==> src/rtl/xbar_sched_pkg.sv <==
package xbar_sched_pkg;
  localparam int NPORT_DEF = 4;
  localparam int DEPTH_DEF = 4;
  localparam int RANKW_DEF = 6;

  typedef struct packed {
    logic load;
    logic step;
  } schedStrobe_t;
endpackage

==> src/rtl/sm_ctrl.sv <==
module sm_ctrl
  import xbar_sched_pkg::*;
#(
  parameter int NPORT = NPORT_DEF
) (
  input  logic         clk,
  input  logic         rstN,
  input  logic         start,
  input  logic         sinkFound,
  input  logic         lastStep,
  output schedStrobe_t stb,
  output logic         busy,
  output logic         done,
  output logic         runPhase
);
  localparam int IW = $clog2(NPORT + 1);

  logic          busyQ;
  logic          doneQ;
  logic          phaseQ;
  logic          nextPhase;
  logic [IW-1:0] iterCnt;
  logic          finish;

  always_comb begin
    stb.load = start & ~busyQ;
    stb.step = busyQ;
    finish   = busyQ & (~sinkFound | lastStep);
  end

  always_ff @(posedge clk) begin
    if (!rstN) begin
      busyQ     <= 1'b0;
      doneQ     <= 1'b0;
      phaseQ    <= 1'b0;
      nextPhase <= 1'b0;
      iterCnt   <= '0;
    end else begin
      doneQ <= finish;
      if (stb.load) begin
        busyQ     <= 1'b1;
        iterCnt   <= '0;
        phaseQ    <= nextPhase;
        nextPhase <= ~nextPhase;
      end else if (finish) begin
        busyQ <= 1'b0;
      end else if (busyQ) begin
        iterCnt <= iterCnt + 1'b1;
      end
    end
  end

  assign busy     = busyQ;
  assign done     = doneQ;
  assign runPhase = phaseQ;


  done_pulse_chk: assert property (@(posedge clk) disable iff (!rstN)
    done |=> !done);


  run_length_chk: assert property (@(posedge clk) disable iff (!rstN)
    busyQ |-> (int'(iterCnt) < NPORT));


  start_busy_chk: assert property (@(posedge clk) disable iff (!rstN)
    (busyQ && start) |=> $stable(runPhase));
endmodule

==> src/rtl/sm_datapath.sv <==
module sm_datapath
  import xbar_sched_pkg::*;
#(
  parameter int NPORT = NPORT_DEF,
  parameter int DEPTH = DEPTH_DEF,
  parameter int RANKW = RANKW_DEF
) (
  input  logic                                          clk,
  input  logic                                          rstN,
  input  schedStrobe_t                                  stb,
  input  logic [NPORT-1:0][DEPTH-1:0][$clog2(NPORT)-1:0] cellDest,
  input  logic [NPORT-1:0][DEPTH-1:0][RANKW-1:0]         cellRank,
  input  logic [NPORT-1:0][DEPTH-1:0]                    cellActive,
  output logic                                          sinkFound,
  output logic                                          lastStep,
  output logic [NPORT-1:0]                               grantValid,
  output logic [NPORT-1:0][$clog2(NPORT)-1:0]            grantOut,
  output logic [NPORT-1:0][$clog2(DEPTH)-1:0]            grantSlot
);
  localparam int OW = $clog2(NPORT);
  localparam int SW = $clog2(DEPTH);

  logic [NPORT-1:0][DEPTH-1:0][OW-1:0]    capDest;
  logic [NPORT-1:0][DEPTH-1:0][RANKW-1:0] capRank;
  logic [NPORT-1:0][DEPTH-1:0]            remQ;
  logic [NPORT-1:0][DEPTH-1:0]            sinkVec;
  logic [NPORT-1:0][DEPTH-1:0]            nextRem;
  logic [OW-1:0]                          selIn;
  logic [SW-1:0]                          selSlot;
  logic [OW-1:0]                          selDest;
  logic [RANKW-1:0]                       selRank;

  // departure order at one output: rank, then input, then slot
  function automatic logic isAhead(input logic [RANKW-1:0] rA, input int iA, input int kA,
                                   input logic [RANKW-1:0] rB, input int iB, input int kB);
    if (rA != rB) return rA < rB;
    if (iA != iB) return iA < iB;
    return kA < kB;
  endfunction

  for (genvar gi = 0; gi < NPORT; gi++) begin : g_in
    for (genvar gk = 0; gk < DEPTH; gk++) begin : g_slot
      logic inBlk;
      logic outBlk;
      always_comb begin
        inBlk = 1'b0;
        for (int j = 0; j < gk; j++) inBlk = inBlk | remQ[gi][j];
        outBlk = 1'b0;
        for (int i2 = 0; i2 < NPORT; i2++) begin
          for (int k2 = 0; k2 < DEPTH; k2++) begin
            if (remQ[i2][k2] && (capDest[i2][k2] == capDest[gi][gk]) &&
                isAhead(capRank[i2][k2], i2, k2, capRank[gi][gk], gi, gk))
              outBlk = 1'b1;
          end
        end
      end
      assign sinkVec[gi][gk] = remQ[gi][gk] & ~inBlk & ~outBlk;


      sink_rank_chk: assert property (@(posedge clk) disable iff (!rstN)
        (stb.step && sinkFound && remQ[gi][gk] && (capDest[gi][gk] == selDest))
          |-> (capRank[gi][gk] >= selRank));
    end
  end

  always_comb begin
    selIn   = '0;
    selSlot = '0;
    for (int i = NPORT - 1; i >= 0; i--) begin
      for (int k = DEPTH - 1; k >= 0; k--) begin
        if (sinkVec[i][k]) begin
          selIn   = OW'(i);
          selSlot = SW'(k);
        end
      end
    end
    sinkFound = |sinkVec;
    selDest   = capDest[selIn][selSlot];
    selRank   = capRank[selIn][selSlot];
  end

  always_comb begin
    for (int i = 0; i < NPORT; i++) begin
      for (int k = 0; k < DEPTH; k++) begin
        nextRem[i][k] = remQ[i][k] && (OW'(i) != selIn) && (capDest[i][k] != selDest);
      end
    end
    lastStep = (nextRem == '0);
  end

  always_ff @(posedge clk) begin
    if (!rstN) begin
      capDest    <= '0;
      capRank    <= '0;
      remQ       <= '0;
      grantValid <= '0;
      grantOut   <= '0;
      grantSlot  <= '0;
    end else if (stb.load) begin
      capDest    <= cellDest;
      capRank    <= cellRank;
      remQ       <= cellActive;
      grantValid <= '0;
      grantOut   <= '0;
      grantSlot  <= '0;
    end else if (stb.step && sinkFound) begin
      remQ              <= nextRem;
      grantValid[selIn] <= 1'b1;
      grantOut[selIn]   <= selDest;
      grantSlot[selIn]  <= selSlot;
    end
  end

  for (genvar ga = 0; ga < NPORT; ga++) begin : g_pa
    for (genvar gb = ga + 1; gb < NPORT; gb++) begin : g_pb

      out_unique_chk: assert property (@(posedge clk) disable iff (!rstN)
        (grantValid[ga] && grantValid[gb]) |-> (grantOut[ga] != grantOut[gb]));
    end
  end


  grant_hold_chk: assert property (@(posedge clk) disable iff (!rstN)
    (!stb.load && !stb.step) |=> ($stable(grantValid) && $stable(grantOut) && $stable(grantSlot)));
endmodule

==> src/rtl/stable_match_sched.sv <==
module stable_match_sched
  import xbar_sched_pkg::*;
#(
  parameter int NPORT = NPORT_DEF,
  parameter int DEPTH = DEPTH_DEF,
  parameter int RANKW = RANKW_DEF
) (
  input  logic                                          clk,
  input  logic                                          rstN,
  input  logic                                          start,
  input  logic [NPORT-1:0][DEPTH-1:0][$clog2(NPORT)-1:0] cellDest,
  input  logic [NPORT-1:0][DEPTH-1:0][RANKW-1:0]         cellRank,
  input  logic [NPORT-1:0][DEPTH-1:0]                    cellActive,
  output logic [NPORT-1:0]                               grantValid,
  output logic [NPORT-1:0][$clog2(NPORT)-1:0]            grantOut,
  output logic [NPORT-1:0][$clog2(DEPTH)-1:0]            grantSlot,
  output logic                                          busy,
  output logic                                          done,
  output logic                                          runPhase
);
  schedStrobe_t stb;
  logic         sinkFound;
  logic         lastStep;

  sm_ctrl #(.NPORT(NPORT)) u_ctrl (
    .clk(clk), .rstN(rstN), .start(start),
    .sinkFound(sinkFound), .lastStep(lastStep),
    .stb(stb), .busy(busy), .done(done), .runPhase(runPhase)
  );

  sm_datapath #(.NPORT(NPORT), .DEPTH(DEPTH), .RANKW(RANKW)) u_dp (
    .clk(clk), .rstN(rstN), .stb(stb),
    .cellDest(cellDest), .cellRank(cellRank), .cellActive(cellActive),
    .sinkFound(sinkFound), .lastStep(lastStep),
    .grantValid(grantValid), .grantOut(grantOut), .grantSlot(grantSlot)
  );
endmodule

==> config.mk <==
export PLATFORM = sky130hd
export DESIGN_NAME = stable_match_sched
export DESIGN_NICKNAME = d
export VERILOG_FILES = /design/src/rtl/xbar_sched_pkg.sv /design/src/rtl/sm_ctrl.sv /design/src/rtl/sm_datapath.sv /design/src/rtl/stable_match_sched.sv
export SDC_FILE = /design/constraint.sdc
export NUM_CORES = 1
export LEC_CHECK = 0
export CAP_MARGIN = 20
export CELL_PAD_IN_SITES_DETAIL_PLACEMENT = 1
export CELL_PAD_IN_SITES_GLOBAL_PLACEMENT = 2
export CORE_MARGIN = 3
export CORE_UTILIZATION = 39
export DETAILED_ROUTE_END_ITERATION = 7
export GPL_TIMING_DRIVEN = 0
export PLACE_DENSITY = 0.87
export SYNTH_ARGS = -nofsm -noshare
export SYNTH_HDL_FRONTEND = slang
export SYNTH_HIERARCHICAL = 1
export SYNTH_SLANG_ARGS = --single-unit
export TNS_END_PERCENT = 100
==> constraint.sdc <==
create_clock -name clk -period 6.35 [get_ports clk]
set_clock_uncertainty 0.15 [all_clocks]
set_input_delay 1.27 -clock clk [delete_from_list [all_inputs] [get_ports clk]]
set_output_delay 1.27 -clock clk [all_outputs]
set_load 0.05 [all_outputs]
# Word-level counts from Yosys, hierarchy flattened
# Cells that the tools add are included.
# op_classes
n_lt_le_gt_ge	243
eq_ne	499
n_mux	1197
n_bitwise	72
reduce_logical	520
# op_table
operator	n
$lt 6x6->1	240
$ne 6x6->1	240
$mux 1	1155
$logic_and 1x1->1	514
$eq 2x2->1	240
$mux 2	33
$mux 16	2
$ne 2x2->1	16
$not 1->1	32
$and 1x1->1	30
$bmux 8 s2	1
$bwmux 8	2
$logic_not 16->1	1
$reduce_or 16->1	1
$or 1x1->1	9
$mux 8	1
$lt 2x3->1 const B	2
$reduce_bool 2->1	3
$bmux 2 s2	1
$demux 2 s2	1
$ne 2x2->1 const A	2
$or 4x4->4	1
$demux 1 s2	1
$ge 2x1->1 const B	1
2 further kinds	2
# word_totals
regBits	168
inputBits	147
output_inout_bits	23
wordCells	2580

# Longest topological paths before layout
# depth
ltp_word	48
ltp_mapped	21
mapped_depth_nobuf	19

# Modules after synthesis
# The synthesis kept the hierarchy.
# modules_own_cells
mod	instances	cells_each	area_each_um2	seq_area_each_um2
sm_datapath	1	3447	28737.6	3283.1
sm_ctrl	1	15	160.2	80.1

# Least setup slack after synthesis
# OpenSTA, ideal clock, no wires.
# synth_timing
path_kind	register -> register
startpoint	register u_dp/capRank[70] in the netlist's numbering
endpoint	register u_ctrl.busyQ (netlist: u_ctrl/busy)
setup_time_ns	0.117
arrival_time_ns	4.357
required_time_ns	6.083
path_slack_ns	1.726
path_stages_with_launch	22
path_buffers	2
synth_period_minus_slack_ns	4.624
path_cell_list	dfxtp_1 > inv_1 > ha_1 > and4_1 > and3_1 > a31oi_1 > nor4_1 > or4_1 > nor4_2 > buf_4 > nor4_1 > o31ai_2 > o311ai_4 > mux2i_1 > mux2i_1 > buf_4 > xnor2_1 > o211ai_1 > nand4_1 > nor4_2 > nand2b_1 > o2bb2ai_1
# synth_between
elab_chain_len	43
word_cells_on_any_way	391
cone_classes	order compare: 30; eq/ne: 49; mux: 211; bitwise: 35; reduce/logical: 66
# synth_lines
item	line	rtl
from (decl)	sm_datapath.sv:24	logic [NPORT-1:0][DEPTH-1:0][RANKW-1:0] capRank;
from (signal assigned)	sm_datapath.sv:101	capRank <= cellRank;
$lt 6x6->1 or $ne 6x6->1 (tied branches)	sm_datapath.sv:36	if (rA != rB) return rA < rB;
$mux 1	sm_datapath.sv:36	
$mux 1	sm_datapath.sv:37	if (iA != iB) return iA < iB;
$logic_and 1x1->1	sm_datapath.sv:51	if (remQ[i2][k2] && (capDest[i2][k2] == capDest[gi][gk]) &&
$mux 1 (15 in series)	sm_datapath.sv:51	
$not 1->1	sm_datapath.sv:57	assign sinkVec[gi][gk] = remQ[gi][gk] & ~inBlk & ~outBlk;
$and 1x1->1	sm_datapath.sv:57	
$mux 2 (12 in series)	sm_datapath.sv:71	if (sinkVec[i][k]) begin
[... 3 more ...]	n/a	
$mux 2 (implied by the code)	sm_datapath.sv:78	selDest = capDest[selIn][selSlot];
$ne 2x2->1	sm_datapath.sv:85	nextRem[i][k] = remQ[i][k] && (OW'(i) != selIn) && (capDest[i][k] != selDest);
$logic_and 1x1->1	sm_datapath.sv:85	
$logic_not 16->1 (*)	sm_datapath.sv:88	lastStep = (nextRem == '0);
via lastStep	stable_match_sched.sv:23	logic lastStep;
$or 1x1->1 (*)	sm_ctrl.sv:28	finish = busyQ & (~sinkFound | lastStep);
$and 1x1->1 (*)	sm_ctrl.sv:28	
$reduce_bool 2->1 (no line) (*)	n/a	
to (signal assigned)	sm_ctrl.sv:33	busyQ <= 1'b0;
to (signal assigned)	sm_ctrl.sv:41	busyQ <= 1'b1;
to (signal assigned)	sm_ctrl.sv:46	busyQ <= 1'b0;
to (decl)	sm_ctrl.sv:18	logic busyQ;
# The timed path passes the listed nets; every way through them passes the cells marked *. The select of a mux whose other input is x is not followed.
# A chain may end at the register's enable or synchronous reset.

# Final worst setup path
# layout_timing
startpoint	register u_dp/capRank[17] in the netlist's numbering
endpoint	register u_ctrl.doneQ (netlist: u_ctrl/done)
# layout_between
elab_chain_len	44
word_cells_on_any_way	516
cone_classes	order compare: 30; eq/ne: 49; mux: 337; bitwise: 35; reduce/logical: 65
# layout_lines
item	line	rtl
$lt 6x6->1 or $ne 6x6->1 (tied branches)	sm_datapath.sv:36	
$mux 1	sm_datapath.sv:36	
$mux 1	sm_datapath.sv:37	
$logic_and 1x1->1	sm_datapath.sv:51	
$mux 1 (13 in series)	sm_datapath.sv:51	
$not 1->1	sm_datapath.sv:57	
$and 1x1->1	sm_datapath.sv:57	
$mux 2 (16 in series)	sm_datapath.sv:71	
[... 2 more ...]	n/a	
$bmux 2 s2	sm_datapath.sv:78	
$mux 2 (implied by the code)	sm_datapath.sv:78	
$ne 2x2->1	sm_datapath.sv:85	
$logic_and 1x1->1	sm_datapath.sv:85	
$logic_not 16->1 (*)	sm_datapath.sv:88	
via lastStep	stable_match_sched.sv:23	
$or 1x1->1 (*)	sm_ctrl.sv:28	
$and 1x1->1 (*)	sm_ctrl.sv:28	
to (signal assigned)	sm_ctrl.sv:39	doneQ <= finish;
to (decl)	sm_ctrl.sv:19	logic doneQ;
# Marks and branches as above.

==> impl_metrics.ini <==
[place]
dp_hpwl_um = 111600
port_buffers = 169
place_inst = 4608
place_ws_ps = -85.38
place_congestion = 1.068

[floorplanning]
die_h_um = 278.2
ios = 170
die_w_um = 278.2
die_area_um2 = 77400
core-area_um2 = 73210
rows = 99
initial_core_util = 0.3947

[critical_path]
criticalPathCategory = flop to flop
cp-end-kind = flop
crit_path_start_kind = flop
worst-path-buf-inv = 2
regToRegSetupSlack_ps = 60
timing.rr.start = u_dp/capRank[17]$_SDFFE_PN0P_
worstRegToRegCells = 20
critPathTopFamily = simple AND/OR/NAND/NOR gates
cpPeakStageDelay_ps = 960
cp_data_required_time_ps = 6630
critPathSlowestCell = dfxtp_2
r2r-end = u_ctrl/done$_SDFF_PN0_
worstPathArrival_ps = 6570
crit_chain = ha_1, and4_1, o21a_1, o311ai_0, nand4b_1, nor4_1, and4b_1, buf_2, nor4_1, o31ai_2, o311ai_4, mux2i_1, mux2i_1, buf_4, xnor2_1, o211ai_1, nand4_1, nor4_2, nand2b_1, nor2b_1
critPathMaxFanout = 15

[timing]
slew_violations = 0
fin_crit_ps = 6286
finalHoldViolCount = 0
finalCritPeriodShare = 0.9899
fmax_mhz = 159.1
relSlewSlack = 0.1994
tightestPinTransition_ps = 1199
rsz0062_at_grt = no
setup_ws_ps = 63.95
setup_viol = 0
fin_hold_ws_ps = 310.4

[pwr]
powerDensity_nw_per_um2 = 345.1
seq_power_share = 0.146
comb_power_share = 0.752
power_uw = 11530
p_switching_uw = 6443
cellInternalPower_uw = 5084
netSwitchingFraction = 0.5590
irDropWorstVdd_mv = 0.4674
p_clk_frac = 0.103
p_leak_uw = 0.01516

[cts]
cts_buffers = 17
h-tree-depth = 4
cts_tree = yes
cts.root.buffer_cell = clkbuf_16
cts_buffer_depth = 2
path_clk_slew_ps = 80
clk_latency_ps = 510
clkSinkCount = 168
holdBufCountCts = 0

[drt]
ant_nets = 0
vias = 30340
viasPerCell = 6.476
wirelength_um = 147400
initialDrtViolationCount = 3136
wl_per_cell_um = 31.46
drc = 0
first_pass_iters = 6

[logic_synthesis]
synth_top_family_by_area = adder cells
syn-instance-count = 3462
synthMuxAreaShare = 0.05092
syn_area_per_cell_um2 = 8.347
synth_async_sr_flop_share = 0
synth-edff-count = 0
yosysMostFrequentCell = ha_1
yosysSeqAreaShare = 0.1164
synthSimpleGateAreaFrac = 0.2226
synth_xor_area_frac = 0.08270
synthFlopType = dfxtp_1
synth_fp_nets = 4329
synth_compound_area_frac = 0.1613
yosysWarnings = 6
yosysTopAreaCellShare = 0.3117
synth_area_leaders = ha_1 (31%), dfxtp_1 (12%), xor2_1 (5.7%)
netlist_area_um2 = 28900
synthAdderAreaFrac = 0.3117
ys_seq_elements = 168
yosysUniqueCellTypes = 91
synth.largest_area_cell = ha_1
synth_common_cells = ha_1 (720), nor2b_1 (195), xor2_1 (188)

[finish]
drive_above_1_share = 0.06853
nets = 4575
area_growth_pct = 15.59
stdcell_count = 4685

[worst_hold_path]
worstHoldPathCells = 2
hold_start = u_dp/grantValid[3]$_SDFFE_PP0P_
min_path_type = flop to flop
holdPathEnd = u_dp/grantValid[3]$_SDFFE_PP0P_

[global_routing]
grt_pass1_wl_um = 208900
grt_max_degree = 18
grt_pass1_vias = 29970
grt_overflow = 0
track_usage = 0.3693
antenna_found_initial = 2

[status]
status = finished clean

[run]
drv_cap = 0
==> worst reg2reg max path: cells and delay by family (launching register included) <==
kind,cells,cell delay [ps]
fa+ha+maj,1,400
compound gates,5,1240
mux,2,420
simple gates,9,2460
xor+xnor,1,100
flops,1,960
buf+inv,2,490
==> routing by layer <==
| layer | vias up | part of all wire | track usage |
|---|---|---|---|
| li1 | 13430 | - | - |
| met1 | 14850 | 0.41 | 0.4725 |
| met2 | 1569 | 0.42 | 0.5676 |
| met3 | 486 | 0.084 | 0.06568 |
| met4 | 0 | 0.080 | 0.2484 |
| met5 | - | 0 | 0 |
==> power by group through the flow <==
stage | registers (uW) | logic (uW) | clock network, uW
6_report | 1680 | 8660 | 1190
5_1_grt | 1670 | 9240 | 1250
4_1_cts | 1650 | 8270 | 1220
3_5_place_dp | 1670 | 8200 | 0
3_3_place_gp | 1720 | 7870 | 0
2_1_floorplan | 1470 | 5500 | 0
==> cell type report <==
class | count | area [um2]
fillers | 8715 | 39800
repair buffers | 227 | 2522
clock buffers | 19 | 432.9
inverters | 174 | 698.2
flip-flops and latches | 168 | 3395
diodes | 5 | 12.51
multi-input cells | 2972 | 24050
well taps | 959 | 1200
plain buffers | 148 | 917.1
clock inverters | 13 | 178.9
==> sequential cells by signal, summed over array words and instances (netlist names), 4 cells and up <==
| name | count |
|---|---|
| u_dp/capRank | 96 |
| u_dp/capDest | 32 |
| u_dp/remQ | 12 |
| u_dp/grantOut | 8 |
| u_dp/grantSlot | 8 |
| u_dp/g_in.g_slot.inBlk | 4 |
| u_dp/grantValid | 4 |
==> cell families after synthesis <==
group           after synthesis
simple gates               1152
fa+ha+maj                   720
compound gates              681
buf+inv                     322
xor+xnor                    272
flops                       168
mux                         147
==> through the flow <==
stage / TNS [ps] / cell area (um2) / utilization
after global routing: 0 / 33390 / 0.4561
after global placement: -14550 / 31790 / 0.4342
final: 0 / 33400 / 0.4563
after CTS: 0 / 32870 / 0.4491
after floorplan: 0 / 28900 / -
after detailed placement: -157.3 / 32240 / 0.4404
==> worst max path at each step <==
stage | cells past startpoint | start | to
2_1_floorplan | 21 | u_dp/capRank[70]$_SDFFE_PN0P_ | u_ctrl/busy$_SDFFE_PN0P_
3_3_place_gp | 19 | u_dp/capRank[23]$_SDFFE_PN0P_ | u_ctrl/done$_SDFF_PN0_
3_5_place_dp | 21 | u_dp/capRank[59]$_SDFFE_PN0P_ | u_ctrl/done$_SDFF_PN0_
4_1_cts | 20 | u_dp/capRank[41]$_SDFFE_PN0P_ | u_ctrl/done$_SDFF_PN0_
5_1_grt | 20 | u_dp/capRank[87]$_SDFFE_PN0P_ | u_ctrl/done$_SDFF_PN0_
6_report | 20 | u_dp/capRank[17]$_SDFFE_PN0P_ | u_ctrl/done$_SDFF_PN0_
==> cells in the final DEF, fill, tap and decap left out, types with 48 or more instances in the layout <==
master / n
inv_1: 162
mux2i_1: 147
buf_4: 74
dfxtp_1: 143
xor2_1: 188
nand3_1: 145
and3_1: 73
xnor2_1: 83
ha_1: 720
a21o_1: 48
clkdlybuf4s50_1: 169
clkbuf_1: 58
o21ai_0: 96
nand4_1: 116
nor2b_1: 195
nor2_1: 169
o21a_1: 50
nand2_1: 172
nor3_1: 55
a21oi_1: 162
nand2b_1: 60
==> what timing repair did <==
item	in CTS	in global routing
endpoints found under the setup margin	2	2
gates resized for setup	9	35
setup buffers	0	38
No activity file was read; power rests on OpenSTA's default activity.
